`src/rtl/ccd_seq_pkg.sv`:
```
package ccd_seq_pkg;

   localparam int PORT_W    = 7;
   localparam int PIN_PH2   = 0;
   localparam int PIN_PH1   = 1;
   localparam int PIN_CLAMP = 4;
   localparam int PIN_RDG   = 5;
   localparam int PIN_XFER  = 6;

   localparam logic [PORT_W-1:0] USED_PINS =
      PORT_W'((1 << PIN_PH2) | (1 << PIN_PH1) | (1 << PIN_CLAMP) |
              (1 << PIN_RDG) | (1 << PIN_XFER));

   typedef enum logic [3:0] {
      ST_IDLE,
      ST_SH_LEAD,
      ST_SH_RDG,
      ST_SH_MID,
      ST_SH_CLAMP,
      ST_SH_TAIL,
      ST_TR_SETTLE,
      ST_TR_GATE,
      ST_TR_POST
   } seq_st_e;

   typedef enum logic [1:0] {
      REST_OFF,
      REST_PH2,
      REST_PH1
   } rest_e;

   // Logical (active-high) drive word for a step, before the polarity mask.
   function automatic logic [PORT_W-1:0] step_word(seq_st_e st, rest_e rs);
      logic [PORT_W-1:0] w;
      w = '0;
      unique case (st)
         ST_IDLE: begin
            if (rs == REST_PH2) w[PIN_PH2] = 1'b1;
            else if (rs == REST_PH1) w[PIN_PH1] = 1'b1;
         end
         ST_SH_RDG: begin
            w[PIN_PH1] = 1'b1;
            w[PIN_RDG] = 1'b1;
         end
         ST_SH_CLAMP: begin
            w[PIN_PH1]   = 1'b1;
            w[PIN_CLAMP] = 1'b1;
         end
         ST_TR_GATE: begin
            w[PIN_PH1]  = 1'b1;
            w[PIN_XFER] = 1'b1;
         end
         default: w[PIN_PH1] = 1'b1;
      endcase
      return w;
   endfunction

endpackage

```
`src/rtl/ccd_step_timer.sv`:
```
module ccd_step_timer #(
   parameter int CW = 8
) (
   input  logic          clk_i,
   input  logic          rst_ni,
   input  logic          load_i,
   input  logic [CW-1:0] val_i,
   output logic          zero_o
);

   logic [CW-1:0] cnt_q;

   always_ff @(posedge clk_i or negedge rst_ni) begin
      if (!rst_ni)             cnt_q <= '0;
      else if (load_i)         cnt_q <= val_i;
      else if (cnt_q != '0)    cnt_q <= cnt_q - 1'b1;
   end

   assign zero_o = (cnt_q == '0);

endmodule

```
`src/rtl/ccd_seq_fsm.sv`:
```
module ccd_seq_fsm
   import ccd_seq_pkg::*;
#(
   parameter int CW         = 8,
   parameter int GAP_CYC    = 1,
   parameter int RG_CYC     = 3,
   parameter int CL_CYC     = 3,
   parameter int SETTLE_CYC = 16,
   parameter int XFER_CYC   = 160,
   parameter int POST_CYC   = 24
) (
   input  logic    clk_i,
   input  logic    rst_ni,
   input  logic    shift_go_i,
   input  logic    xfer_go_i,
   input  logic    tm_zero_i,
   output logic    tm_load_o,
   output logic [CW-1:0] tm_val_o,
   output seq_st_e st_q_o,
   output seq_st_e st_nxt_o,
   output rest_e   rest_q_o,
   output rest_e   rest_nxt_o,
   output logic    done_o,
   output logic    pix_valid_o
);

   localparam logic [CW-1:0] L_GAP    = CW'(GAP_CYC - 1);
   localparam logic [CW-1:0] L_RG     = CW'(RG_CYC - 1);
   localparam logic [CW-1:0] L_CL     = CW'(CL_CYC - 1);
   localparam logic [CW-1:0] L_SETTLE = CW'(SETTLE_CYC - 1);
   localparam logic [CW-1:0] L_XFER   = CW'(XFER_CYC - 1);
   localparam logic [CW-1:0] L_POST   = CW'(POST_CYC - 1);

   seq_st_e st_q, st_d;
   rest_e   rest_q, rest_d;
   logic    fin_sh, fin_tr;
   logic    done_q, pix_q;

   always_comb begin
      st_d      = st_q;
      rest_d    = rest_q;
      tm_load_o = 1'b0;
      tm_val_o  = '0;
      fin_sh    = 1'b0;
      fin_tr    = 1'b0;
      unique case (st_q)
         ST_IDLE: begin
            if (xfer_go_i) begin
               st_d = ST_TR_SETTLE; tm_load_o = 1'b1; tm_val_o = L_SETTLE;
            end else if (shift_go_i) begin
               st_d = ST_SH_LEAD;   tm_load_o = 1'b1; tm_val_o = L_GAP;
            end
         end
         ST_SH_LEAD:   if (tm_zero_i) begin st_d = ST_SH_RDG;   tm_load_o = 1'b1; tm_val_o = L_RG;   end
         ST_SH_RDG:    if (tm_zero_i) begin st_d = ST_SH_MID;   tm_load_o = 1'b1; tm_val_o = L_GAP;  end
         ST_SH_MID:    if (tm_zero_i) begin st_d = ST_SH_CLAMP; tm_load_o = 1'b1; tm_val_o = L_CL;   end
         ST_SH_CLAMP:  if (tm_zero_i) begin st_d = ST_SH_TAIL;  tm_load_o = 1'b1; tm_val_o = L_GAP;  end
         ST_SH_TAIL:   if (tm_zero_i) begin st_d = ST_IDLE; rest_d = REST_PH2; fin_sh = 1'b1; end
         ST_TR_SETTLE: if (tm_zero_i) begin st_d = ST_TR_GATE;  tm_load_o = 1'b1; tm_val_o = L_XFER; end
         ST_TR_GATE:   if (tm_zero_i) begin st_d = ST_TR_POST;  tm_load_o = 1'b1; tm_val_o = L_POST; end
         ST_TR_POST:   if (tm_zero_i) begin st_d = ST_IDLE; rest_d = REST_PH1; fin_tr = 1'b1; end
         default: st_d = ST_IDLE;
      endcase
   end

   always_ff @(posedge clk_i or negedge rst_ni) begin
      if (!rst_ni) begin
         st_q   <= ST_IDLE;
         rest_q <= REST_OFF;
         done_q <= 1'b0;
         pix_q  <= 1'b0;
      end else begin
         st_q   <= st_d;
         rest_q <= rest_d;
         done_q <= fin_sh | fin_tr;
         pix_q  <= fin_sh;
      end
   end

   assign st_q_o      = st_q;
   assign st_nxt_o    = st_d;
   assign rest_q_o    = rest_q;
   assign rest_nxt_o  = rest_d;
   assign done_o      = done_q;
   assign pix_valid_o = pix_q;

endmodule

```
`src/rtl/ccd_pin_stage.sv`:
```
module ccd_pin_stage
   import ccd_seq_pkg::*;
#(
   parameter logic [PORT_W-1:0] POL_MASK = 7'h50,
   parameter bit                REG_OUT  = 1'b1
) (
   input  logic    clk_i,
   input  logic    rst_ni,
   input  seq_st_e st_i,
   input  rest_e   rest_i,
   output logic [PORT_W-1:0] pins_o
);

   if (REG_OUT) begin : g_reg
      // st_i/rest_i carry the next state: the flop lands with the state.
      logic [PORT_W-1:0] pins_q;
      always_ff @(posedge clk_i or negedge rst_ni) begin
         if (!rst_ni) pins_q <= POL_MASK;
         else         pins_q <= step_word(st_i, rest_i) ^ POL_MASK;
      end
      assign pins_o = pins_q;
   end else begin : g_comb
      logic unused_clk;
      assign unused_clk = clk_i ^ rst_ni;
      assign pins_o = step_word(st_i, rest_i) ^ POL_MASK;
   end

endmodule

```
`src/rtl/ccd_clk_seq.sv`:
```
module ccd_clk_seq
   import ccd_seq_pkg::*;
#(
   parameter logic [6:0] POL_MASK   = 7'h50,
   parameter bit         REG_OUT    = 1'b1,
   parameter int         GAP_CYC    = 1,
   parameter int         RG_CYC     = 3,
   parameter int         CL_CYC     = 3,
   parameter int         SETTLE_CYC = 16,
   parameter int         XFER_CYC   = 160,
   parameter int         POST_CYC   = 24
) (
   input  logic       clk_i,
   input  logic       rst_ni,
   input  logic       shift_go_i,
   input  logic       xfer_go_i,
   output logic [6:0] pins_o,
   output logic       busy_o,
   output logic       done_o,
   output logic       pix_valid_o
);

   localparam int M_SH  = (GAP_CYC > RG_CYC) ? GAP_CYC : RG_CYC;
   localparam int M_SH2 = (M_SH > CL_CYC) ? M_SH : CL_CYC;
   localparam int M_TR  = (SETTLE_CYC > XFER_CYC) ? SETTLE_CYC : XFER_CYC;
   localparam int M_TR2 = (M_TR > POST_CYC) ? M_TR : POST_CYC;
   localparam int MAXC  = (M_SH2 > M_TR2) ? M_SH2 : M_TR2;
   localparam int CW    = (MAXC > 1) ? $clog2(MAXC) : 1;

   if (GAP_CYC < 1 || RG_CYC < 1 || CL_CYC < 1 ||
       SETTLE_CYC < 1 || XFER_CYC < 1 || POST_CYC < 1) begin : g_bad_len
      $error("ccd_clk_seq: every step length must be at least one cycle");
   end
   if ((POL_MASK & ~USED_PINS) != '0) begin : g_bad_mask
      $error("ccd_clk_seq: polarity mask sets an unused pin");
   end

   logic          tm_load, tm_zero;
   logic [CW-1:0] tm_val;
   seq_st_e       st_q, st_nxt, st_sel;
   rest_e         rest_q, rest_nxt, rest_sel;

   ccd_step_timer #(.CW(CW)) u_timer (
      .clk_i  (clk_i),
      .rst_ni (rst_ni),
      .load_i (tm_load),
      .val_i  (tm_val),
      .zero_o (tm_zero)
   );

   ccd_seq_fsm #(
      .CW(CW), .GAP_CYC(GAP_CYC), .RG_CYC(RG_CYC), .CL_CYC(CL_CYC),
      .SETTLE_CYC(SETTLE_CYC), .XFER_CYC(XFER_CYC), .POST_CYC(POST_CYC)
   ) u_fsm (
      .clk_i       (clk_i),
      .rst_ni      (rst_ni),
      .shift_go_i  (shift_go_i),
      .xfer_go_i   (xfer_go_i),
      .tm_zero_i   (tm_zero),
      .tm_load_o   (tm_load),
      .tm_val_o    (tm_val),
      .st_q_o      (st_q),
      .st_nxt_o    (st_nxt),
      .rest_q_o    (rest_q),
      .rest_nxt_o  (rest_nxt),
      .done_o      (done_o),
      .pix_valid_o (pix_valid_o)
   );

   if (REG_OUT) begin : g_sel_next
      assign st_sel   = st_nxt;
      assign rest_sel = rest_nxt;
   end else begin : g_sel_cur
      assign st_sel   = st_q;
      assign rest_sel = rest_q;
   end

   ccd_pin_stage #(.POL_MASK(POL_MASK), .REG_OUT(REG_OUT)) u_pins (
      .clk_i  (clk_i),
      .rst_ni (rst_ni),
      .st_i   (st_sel),
      .rest_i (rest_sel),
      .pins_o (pins_o)
   );

   assign busy_o = (st_q != ST_IDLE);

endmodule

```
`config.mk`:
```
export PLATFORM = sky130hd
export DESIGN_NAME = ccd_clk_seq
export DESIGN_NICKNAME = d
export VERILOG_FILES = /design/src/rtl/ccd_seq_pkg.sv /design/src/rtl/ccd_step_timer.sv /design/src/rtl/ccd_seq_fsm.sv /design/src/rtl/ccd_pin_stage.sv /design/src/rtl/ccd_clk_seq.sv
export SDC_FILE = /design/constraint.sdc
export NUM_CORES = 1
export LEC_CHECK = 0
export BUFFER_PORTS_ARGS = -buffer_cell sky130_fd_sc_hd__buf_2
export CORE_AREA = 8 8 61 63
export CTS_BUF_LIST = sky130_fd_sc_hd__clkbuf_4 sky130_fd_sc_hd__clkbuf_8
export DETAILED_ROUTE_END_ITERATION = 10
export DIE_AREA = 0 0 69 71
export MAX_ROUTING_LAYER = met4
export PLACE_DENSITY = 0.7
export SYNTH_ARGS = -nofsm -noshare
export SYNTH_HDL_FRONTEND = slang
export SYNTH_SLANG_ARGS = --single-unit
```
`constraint.sdc`:
```
create_clock -name clk_i -period 2.7 [get_ports clk_i]
set_input_delay 0.405 -clock clk_i [delete_from_list [all_inputs] [get_ports clk_i]]
set_output_delay 0.405 -clock clk_i [all_outputs]
set_load 0.01 [all_outputs]
```
==> out/results.ini, run 1 <==
[min_path]
hp-class=in -> async

[sta]
max_slew_margin_pct=62.5
worst_slew_pin_slew_ns=0.559
setup_viol=0
drv_slew=0
fin_ws_ns=0.243
report.final.hold_viol_count=0
min_period_ns=2.46
max_clock_freq_mhz=407
rsz0062_at_grt=no
min_period_over_period_pct=91.0
skew_ns=0.0103
setup_tns_ns=0

[global_route]
track_usage_pct=11.9
overflow=0
antenna_found_initial=0
grt_max_degree=22
grt_pass1_wl_mm=4.86
grt_pass1_vias=1078

[power_and_ir_drop]
power.share.switching_pct=44.3
pwr-share-clk_pct=12.0
p_comb_share_pct=46.0
cellInternalPower_uw=772
powerDensity_nw_per_um2=1070
p_leak_nw=0.567
peakVddDrop_uv=552
seq_power_share_pct=42.0
power.total_mw=1.38
p_switching_uw=613

[clocking]
cts_max_level=1
numCtsBuffers=3
cts_num_sinks=21
cts_tree=yes
cts.hold.buffers_added=0
clkTransAtPathRegs_ns=0.12
cts_resized=0
clk_latency_ns=0.31
cts_setup_buffers=0
cts_root_buffer=clkbuf_4
cts_buffer_depth=2

[placement]
place_congestion=0.899
io_buffers=11
hpwl_mm=2.03
pre_cts_ws_ns=0.288

[finish]
utilization_pct=45.4
layout_commonest_cell=dfrtp_1
final_cell_mix=19 x dfrtp_1, 11 x buf_2, 9 x inv_1
layout-drive-gt1-share_pct=18.2
fin_nets=143
fillCellCount=293
diodes=0
syn_to_final_growth_pct=8.49

[route]
wl_per_cell_um=16.1
initialDrtViolationCount=24
vias=1006
drc=0
avgViaCountPerCell=5.92
drtAntennaViolNets=0
dr.pass1.iters=4
drt_wl_total_mm=2.73

[synth]
netlist-cell-type-count=49
yosysSeqAreaShare_pct=44.2
synth-main-ff-cell=dfrtp_1
synthCells=128
avgSynthCellArea_um2=9.33
yosysWarnings=0
synth_edf_count=0
synthArstFlopShare_pct=100
synth_area_um2=1190
ys_ff_latch=21

[worst_setup_path]
critPathLaunchType=flip-flop
crit_path_cell_trace=inv_1 > ha_1 > nor4b_1 > buf_4 > nand2_1 > o31ai_1 > o22ai_1
end_kind=flip-flop
critPathTopFamily=compound AO/OA/AOI/OAI gates
cpMaxStageDelayCell=o31ai_1
path_buf_inv=2
critPathMaxStageDelay_ns=0.53
critPathKind=reg -> reg
crit_fanout=6
cp.arrival_ns=2.64
worstPathRequired_ns=2.88

[floorplanning]
initial_core_util_pct=41.8
dieHeight_um=71
die_area_um2=4900
core_area_um2=2850
ioPinCount=14
std_cell_rows=20
dieWidth_um=69

[run]
cap_viol_max_count=0

[status]
status=finished clean

## path summary, 6_finish.rpt
path                                           endpoint  depth (start not counted)  slack [ns]                    startpoint
min in group clk_i         u_timer.cnt_q[3]$_DFFE_PN0P_                          3        0.43                     xfer_go_i
setup / recovery           u_timer.cnt_q[4]$_DFFE_PN0P_                          7        0.24  u_timer.cnt_q[0]$_DFFE_PN0P_
hold reg to reg             u_fsm.rest_q_o[1]$_DFF_PN0_                          1        0.51   u_fsm.rest_q_o[1]$_DFF_PN0_
hold / removal             u_timer.cnt_q[7]$_DFFE_PN0P_                          1        0.02                        rst_ni
max in group asynchronous    u_pins.pins_o[4]$_DFF_PN1_                          1        2.33                        rst_ni
setup reg to reg           u_timer.cnt_q[4]$_DFFE_PN0P_                          7        0.24  u_timer.cnt_q[0]$_DFFE_PN0P_
## sequential cells by signal, summed over array words and instances (netlist names)
name,count
u_fsm.done_o,1
u_fsm.pix_valid_o,1
u_timer.cnt_q,8
u_pins.pins_o,5
u_fsm.st_q_o,4
u_fsm.rest_q_o,2
## cells by family (layout without fill, tap and decap cells)
kind of cell | Yosys count | in the layout | share of synthesized area [%]
fa+ha+maj | 1 | 1 | 1.05
mux | 2 | 2 | 1.68
xor+xnor | 4 | 4 | 2.94
compound gates | 32 | 32 | 19.3
flops | 21 | 21 | 44.2
simple gates | 49 | 49 | 24.0
other cells | 1 | 2 | 0.314
buf+inv | 18 | 26 | 6.50
## worst register-to-register path, cell delays in order, from the launching register on
cell and delay (ns):
dfrtp_1 0.45, inv_1 0.08, ha_1 0.23, nor4b_1 0.48, buf_4 0.24, nand2_1 0.15, o31ai_1 0.53, o22ai_1 0.16
## per-stage QoR
step / hold WS (ns) / cell area (um2) / instances
2_1_floorplan: 0.109 / 1200 / 129
3_3_place_gp: 0.384 / 1260 / 166
4_1_cts: 0.0324 / 1290 / 170
3_5_place_dp: 0.380 / 1260 / 166
5_1_grt: 0.0534 / 1290 / 170
6_report: 0.0193 / 1290 / 170
## synthesized netlist by cell type (all sizes together) (3+ instances only)
cell type  count  area, um2
a21oi          3       18.8
buf            4       25.0
clkbuf         5       18.8
dfrtp         19        475
inv            9       33.8
nand2          5       18.8
nand3          3       15.0
nor2           8       30.0
nor2b          5       31.3
nor3           7       35.0
o21ai          8       40.0
or3            4       25.0
xnor2          3       26.3
## layout make-up
| class | instances | area, um2 | share of cell area [%] |
|---|---|---|---|
| multi-input cells | 90 | 592 | 45.7 |
| clock buffers | 4 | 30.0 | 2.32 |
| inverters | 9 | 33.8 | 2.61 |
| well taps | 33 | 41.3 | 3.19 |
| repair buffers | 13 | 70.1 | 5.41 |
| flip-flops and latches | 21 | 528 | 40.8 |
## routing by layer
metal	up-vias	GRT usage, %	part of all wire [%]
met5	-	-	0
met4	0	7.74	2.9
met3	8	1.54	3.2
li1	482	-	-
met2	25	19.9	52
met1	491	13.2	42
## power by group through the flow
stage	combinational (mW)	sequential, mW	clock (mW)
floorplan	0.510	0.521	0
global placement	0.623	0.571	0
detailed placement	0.643	0.581	0
CTS	0.646	0.575	0.170
global route	0.723	0.600	0.176
finish	0.638	0.581	0.166
Power figures use the tool's default switching activity.
==> run 2: changes to the inputs <==
Settings changed: REMOVE_ABC_BUFFERS set to 1.
==> out/results.ini, run 2 (synthesis gave the netlist of run 1 again) <==
[global_route]
grtUsageMet3_pct=1.26  ; was 1.54%
grt_max_degree=22  ; unchanged
overflow=0  ; unchanged
track_usage_pct=10.7  ; was 11.9%
gr-max-usage-layer=met2  ; unchanged
grt_pass1_vias=972  ; was 1,078
grt_pass1_wl_mm=4.37  ; was 4.86 mm
grt_use_met1_pct=13.0  ; was 13.2%
met2_usage_pct=16.0  ; was 19.9%
antenna_found_initial=0  ; unchanged

[sta]
max_clock_freq_mhz=442  ; was 407 MHz
drv_slew=0  ; unchanged
setup_tns_ns=0  ; unchanged
worst_slew_pin_slew_ns=0.528  ; was 0.559 ns
rsz0062_at_grt=no  ; unchanged
skew_ns=0.00333  ; was 0.0103 ns
setup_viol=0  ; unchanged
report.final.hold_viol_count=0  ; unchanged
min_period_ns=2.26  ; was 2.46 ns
max_slew_margin_pct=64.6  ; was 62.5%
min_period_over_period_pct=83.8  ; was 91.0%

[power_and_ir_drop]
powerDensity_nw_per_um2=1040  ; was 1070 nW/um2
peakVddDrop_uv=670  ; was 552 uV
power.total_mw=1.35  ; was 1.38 mW
p_leak_nw=0.566  ; was 0.567 nW

[finish]
syn_to_final_growth_pct=8.28  ; was 8.49%
utilization_pct=45.3  ; was 45.4%
final_cell_mix=19 x dfrtp_1, 11 x buf_2, 9 x inv_1  ; unchanged
layout-drive-gt1-share_pct=18.2  ; unchanged
layout_commonest_cell=dfrtp_1  ; unchanged
diodes=0  ; unchanged
largest_reg_flops=8  ; unchanged
fin_nets=143  ; unchanged
regMostFlops=u_timer.cnt_q  ; unchanged
fin_cells=170  ; unchanged

[clocking]
cts_max_level=1  ; unchanged
cts_setup_buffers=0  ; unchanged
clkTransAtPathRegs_ns=0.11  ; was 0.12 ns
numCtsBuffers=3  ; unchanged
cts_tree=yes  ; unchanged
cts_buffer_depth=2  ; unchanged
clk_latency_ns=0.30  ; was 0.31 ns
cts_root_buffer=clkbuf_4  ; unchanged
cts.hold.buffers_added=0  ; unchanged
cts_num_sinks=21  ; unchanged
cts_resized=0  ; unchanged

[floorplanning]
core_area_um2=2850  ; unchanged
std_cell_rows=20  ; unchanged
die_area_um2=4900  ; unchanged
ioPinCount=14  ; unchanged
dieWidth_um=69  ; unchanged
initial_core_util_pct=41.8  ; unchanged
dieHeight_um=71  ; unchanged

[placement]
hpwl_mm=1.82  ; was 2.03 mm
io_buffers=11  ; unchanged
place_congestion=0.825  ; was 0.899
placed_cells=166  ; unchanged

[status]
status=finished clean  ; unchanged

[route]
drtAntennaViolNets=0  ; unchanged
dr.pass1.iters=4  ; unchanged
avgViaCountPerCell=5.93  ; was 5.92
drt_wl_total_mm=2.45  ; was 2.73 mm
drc=0  ; unchanged
initialDrtViolationCount=45  ; was 24
vias=1008  ; was 1,006
wl_per_cell_um=14.4  ; was 16.1 um

[worst_setup_path]
critPathKind=reg -> reg  ; unchanged
cp.arrival_ns=2.46  ; was 2.64 ns
worstPathRequired_ns=2.90  ; was 2.88 ns
r2r_end=u_pins.pins_o[5]$_DFF_PN0_  ; was u_timer.cnt_q[4]$_DFFE_PN0P_
critPathLaunchType=flip-flop  ; unchanged
r2r_slack_ns=0.44  ; was 0.24 ns
rr_startpoint=u_timer.cnt_q[0]$_DFFE_PN0P_  ; unchanged
crit_fanout=7  ; was 6
end_kind=flip-flop  ; unchanged
r2r_cells=7  ; unchanged

[min_path]
hp-class=in -> async  ; unchanged

[run]
cap_viol_max_count=0  ; unchanged

## run 2: cell types whose count changed in the layout (fill, tap and decap cells not counted)
cell | before | now
clkbuf_4 | 4 | 3
clkinv_2 | 0 | 1
## run 2: worst max path at each step
stage / startpoint / to / slack, ns
after floorplan: u_timer.cnt_q[0]$_DFFE_PN0P_ / u_timer.cnt_q[4]$_DFFE_PN0P_ / 0.60
after CTS: u_timer.cnt_q[0]$_DFFE_PN0P_ / u_pins.pins_o[5]$_DFF_PN0_ / 0.44
after global routing: u_timer.cnt_q[0]$_DFFE_PN0P_ / u_timer.cnt_q[4]$_DFFE_PN0P_ / 0.29
after global placement: u_timer.cnt_q[0]$_DFFE_PN0P_ / u_pins.pins_o[0]$_DFF_PN0_ / 0.53
final: u_timer.cnt_q[0]$_DFFE_PN0P_ / u_pins.pins_o[5]$_DFF_PN0_ / 0.44
after detailed placement: u_timer.cnt_q[0]$_DFFE_PN0P_ / u_pins.pins_o[5]$_DFF_PN0_ / 0.48
## run 2: area by class of cell
| type | count | area [um2] |
|---|---|---|
| inverters | 9 | 33.8 |
| repair buffers | 13 | 70.1 |
| well taps | 33 | 41.3 |
| fillers | 292 | 1560 |
| flip-flops and latches | 21 | 528 |
| clock inverters | 1 | 5.00 |
| clock buffers | 3 | 22.5 |
| multi-input cells | 90 | 592 |
## run 2: worst max-delay path, cell delays in order, from the launching register on
cell and delay (ns):
dfrtp_1 0.45, inv_1 0.08, ha_1 0.22, or4b_1 0.58, nor2_1 0.35, o211a_1 0.26
inv_1 0.07, and3_1 0.14
## run 2: layer usage
| metal | routed length [um] | part of all wire, % |
|---|---|---|
| met4 | 74 | 3.0 |
| met2 | 1130 | 46 |
| met1 | 1120 | 46 |
| met3 | 125 | 5.1 |
| met5 | 0 | 0 |
## run 2: power breakdown
part / switching (mW) / internal, mW
Combinational: 0.354 / 0.273
Sequential: 0.143 / 0.429
Clock: 0.0923 / 0.0552
Total: 0.589 / 0.757
## run 2: per-stage QoR
| step | instance area [um2] | setup slack, ns | hold slack [ns] |
|---|---|---|---|
| final | 1290 | 0.436 | 0.0267 |
| after global routing | 1290 | 0.286 | 0.0531 |
| after CTS | 1290 | 0.436 | 0.0446 |
| after detailed placement | 1260 | 0.481 | 0.387 |
| after global placement | 1260 | 0.531 | 0.376 |
| after floorplan | 1150 | 0.600 | 0.109 |
==> run 3: changes to the inputs <==
Settings changed: ABC_AREA set to 1, PLACE_DENSITY 0.7 to 0.72.
Clock period 2.7 ns to 1.9 ns, I/O delays scaled along.
==> out/results.ini, run 3 <==
[worst_setup_path]
path_common_cell=nand2_1  ; was inv_1
rr_startpoint=u_timer.cnt_q[0]$_DFFE_PN0P_  ; unchanged
critPathKind=reg -> reg  ; unchanged
r2r_cells=11  ; was 7
crit_path_cell_trace=inv_1 > ha_2 > nand2_1 > nor2_4 > nand2_1 > nand2_2 > inv_2 > nand2_2 > inv_2 > nand2_1 > nand2_1  ; was inv_1 > ha_1 > or4b_1 > nor2_1 > o211a_1 > inv_1 > and3_1
r2r_slack_ns=0.19  ; was 0.44 ns
worstPathRequired_ns=2.11  ; was 2.90 ns
cpMaxStageDelayCell=dfrtp_1  ; was or4b_1
cp.arrival_ns=1.92  ; was 2.46 ns
critPathTopFamily=simple AND/OR/NAND/NOR gates  ; unchanged
end_kind=flip-flop  ; unchanged
crit_fanout=9  ; was 7
critPathMaxStageDelay_ns=0.42  ; was 0.58 ns
critPathLaunchType=flip-flop  ; unchanged
path_buf_inv=3  ; was 2
r2r_end=u_timer.cnt_q[1]$_DFFE_PN0P_  ; was u_pins.pins_o[5]$_DFF_PN0_

[synth]
yosysWarnings=0  ; unchanged
synth-simple-area-share_pct=35.1  ; was 24.0%
yosysTopAreaCell=dfrtp_1  ; unchanged
synth_area_um2=1180  ; was 1190 um2
synth-main-ff-cell=dfrtp_1  ; unchanged
synth_common_cells=41 x nand2_1, 22 x nand3_1, 19 x dfrtp_1  ; was 19 x dfrtp_1, 9 x inv_1, 8 x nor2_1, 8 x o21ai_0, 7 x nor3_1
synthXorXnorAreaFrac_pct=0.739  ; was 2.94%
synth-compound-area-share_pct=9.40  ; was 19.3%
synthCells=161  ; was 128
synth_edf_count=0  ; unchanged
synth_top_family_by_area=simple AND/OR/NAND/NOR gates  ; unchanged
ys_ff_latch=21  ; unchanged
muxShareOfSynthArea_pct=0  ; was 1.68%
yosys-top-cells-area=dfrtp_1 40%, nand2_1 13%, nand3_1 9.3%  ; was dfrtp_1 40%, dfstp_2 4.4%, o21ai_0 3.4%
synth_top_area_share_pct=40.1  ; was 39.8%
synth-adder-area-share_pct=1.06  ; was 1.05%
synth_most_common_cell=nand2_1  ; was dfrtp_1
yosysSeqAreaShare_pct=44.6  ; was 44.2%
avgSynthCellArea_um2=7.36  ; was 9.33 um2
netlist-cell-type-count=27  ; was 49
synthArstFlopShare_pct=100  ; unchanged

[clocking]
cts_root_buffer=clkbuf_4  ; unchanged
cts_num_sinks=21  ; unchanged
clkTransAtPathRegs_ns=0.13  ; was 0.11 ns
numCtsBuffers=3  ; unchanged
clk_latency_ns=0.31  ; was 0.30 ns
cts_tree=yes  ; unchanged
cts_buffer_depth=2  ; unchanged
cts_max_level=1  ; unchanged

[sta]
drv_slew=0  ; unchanged
rsz0062_at_grt=no  ; unchanged
report.final.hold_viol_count=0  ; unchanged
max_clock_freq_mhz=586  ; was 442 MHz
setup_viol=0  ; unchanged
skew_ns=0.0131  ; was 0.00333 ns
min_period_ns=1.71  ; was 2.26 ns
min_period_over_period_pct=89.8  ; was 83.8%

[status]
status=finished clean  ; unchanged

[finish]
final_cell_mix=40 x nand2_1, 21 x nand3_1, 19 x dfrtp_1  ; was 19 x dfrtp_1, 11 x buf_2, 9 x inv_1
diodes=0  ; unchanged
postLayoutCellArea_um2=1320  ; was 1290 um2
fin_cells=209  ; was 170
fin_nets=182  ; was 143
layout-drive-gt1-share_pct=22.2  ; was 18.2%
syn_to_final_growth_pct=11.3  ; was 8.28%
layout_commonest_cell=nand2_1  ; was dfrtp_1
regMostFlops=u_timer.cnt_q  ; unchanged
largest_reg_flops=8  ; unchanged

[min_path]
worstHoldEndpoint=u_timer.cnt_q[6]$_DFFE_PN0P_
hold_depth=4
hp-class=in -> reg  ; was in -> async
min_from=shift_go_i

[global_route]
grt_pass1_wl_mm=4.44  ; was 4.37 mm
grt_max_degree=22  ; unchanged
grt_pass1_vias=1029  ; was 972
antenna_found_initial=0  ; unchanged
track_usage_pct=10.8  ; was 10.7%
overflow=0  ; unchanged

[floorplanning]
initial_core_util_pct=41.5  ; was 41.8%
dieWidth_um=69  ; unchanged
dieHeight_um=71  ; unchanged
ioPinCount=14  ; unchanged
die_area_um2=4900  ; unchanged
core_area_um2=2850  ; unchanged
std_cell_rows=20  ; unchanged

[placement]
placed_cells=203  ; was 166
io_buffers=11  ; unchanged
hpwl_mm=1.98  ; was 1.82 mm
place_congestion=0.951  ; was 0.825
postPlaceCellArea_um2=1260  ; about the same

[power_and_ir_drop]
peakVddDrop_uv=298  ; was 670 uV
p_leak_nw=0.674  ; was 0.566 nW
pwr-share-clk_pct=32.2  ; was 11.0%
seq_power_share_pct=65.4  ; was 42.4%
power.share.switching_pct=22.5  ; was 43.8%
powerDensity_nw_per_um2=518  ; was 1040 nW/um2
power.total_uw=683  ; was 1.35 mW
p_comb_share_pct=2.4  ; was 46.6%
p_switching_uw=154  ; was 589 uW
cellInternalPower_uw=530  ; was 757 uW

[route]
dr.pass1.iters=4  ; unchanged
drc=0  ; unchanged
drt_wl_total_mm=2.57  ; was 2.45 mm
initialDrtViolationCount=30  ; was 45
drtAntennaViolNets=0  ; unchanged
avgViaCountPerCell=5.26  ; was 5.93
wl_per_cell_um=12.3  ; was 14.4 um
vias=1100  ; was 1,008

[run]
cap_viol_max_count=0  ; unchanged

-- run 3: changes by cell type in the layout (fill, tap and decap cells not counted), sizes merged, moves of 4 or more --
cell   delta
inv       +9
nor2     +15
or3       -4
nor2b     -5
nand3    +20
nand2    +38
nor3      -5
a21oi     +5
-- run 3: final cells by class --
type | instances | area, um2
well taps | 33 | 41.3
inverters | 19 | 71.3
clock inverters | 1 | 5.00
fillers | 310 | 1530
multi-input cells | 118 | 571
flip-flops and latches | 21 | 528
repair buffers | 14 | 80.1
clock buffers | 3 | 22.5
-- run 3: power by group through the flow --
stage,Sequential (mW),Clock (mW),Combinational [mW]
CTS,0.447,0.227,0.0172
finish,0.447,0.220,0.0161
floorplan,0.456,0,0.00257
global route,0.447,0.234,0.0191
global placement,0.455,0,0.0146
detailed placement,0.455,0,0.0157
-- run 3: tightest hold or removal path: cells and delay by family --
family                 cells  cell delay, ns
AOI/OAI and AO/OA          2            0.16
buffers and inverters      1            0.09
and+or+nand+nor            1            0.14
-- run 3: worst max-delay path by stage --
stage | startpoint | to | slack (ns) | cells past startpoint
final | u_timer.cnt_q[0]$_DFFE_PN0P_ | u_timer.cnt_q[1]$_DFFE_PN0P_ | 0.19 | 11
after global routing | u_timer.cnt_q[0]$_DFFE_PN0P_ | u_timer.cnt_q[0]$_DFFE_PN0P_ | 0.03 | 11
after CTS | u_timer.cnt_q[0]$_DFFE_PN0P_ | u_timer.cnt_q[1]$_DFFE_PN0P_ | 0.06 | 11
after detailed placement | u_timer.cnt_q[0]$_DFFE_PN0P_ | u_timer.cnt_q[1]$_DFFE_PN0P_ | -0.006 | 11
after global placement | u_timer.cnt_q[0]$_DFFE_PN0P_ | u_timer.cnt_q[1]$_DFFE_PN0P_ | 0.07 | 11
after floorplan | u_timer.cnt_q[0]$_DFFE_PN0P_ | u_timer.cnt_q[1]$_DFFE_PN0P_ | 0.24 | 11
-- run 3: stage by stage --
| stage | TNS [ns] | hold WS (ns) | util [%] | setup slack [ns] |
|---|---|---|---|---|
| 2_1_floorplan | 0 | -0.0106 | - | 0.235 |
| 3_3_place_gp | 0 | 0.253 | 44.1 | 0.0695 |
| 3_5_place_dp | -0.00876 | 0.274 | 44.1 | -0.00581 |
| 4_1_cts | 0 | 0.400 | 45.6 | 0.0635 |
| 5_1_grt | 0 | 0.432 | 46.2 | 0.0273 |
| 6_report | 0 | 0.396 | 46.2 | 0.194 |
-- run 3: layer usage --
layer | GRT usage (%) | routed length, um
met1 | 11.9 | 1150
met2 | 18.8 | 1250
met3 | 1.82 | 120
met4 | 5.01 | 57
met5 | - | 0
-- run 3: cells by family (layout without fill, tap and decap cells) --
family | Yosys count | in the layout
other cells | 1 | 2
compound gates | 20 | 20
flops | 21 | 21
buf+inv | 23 | 37
simple gates | 94 | 94
fa+ha+maj | 1 | 1
xor+xnor | 1 | 1
-- run 3: what timing repair did --
item | 4_1_cts | 5_1_grt
gates resized for setup | 1 | 3
setup buffers | 0 | 1
pin swaps | 0 | 2
endpoints found under the setup margin | 2 | 9
endpoints found under the hold margin | 19 | 0
hold buffers | 1 | 0
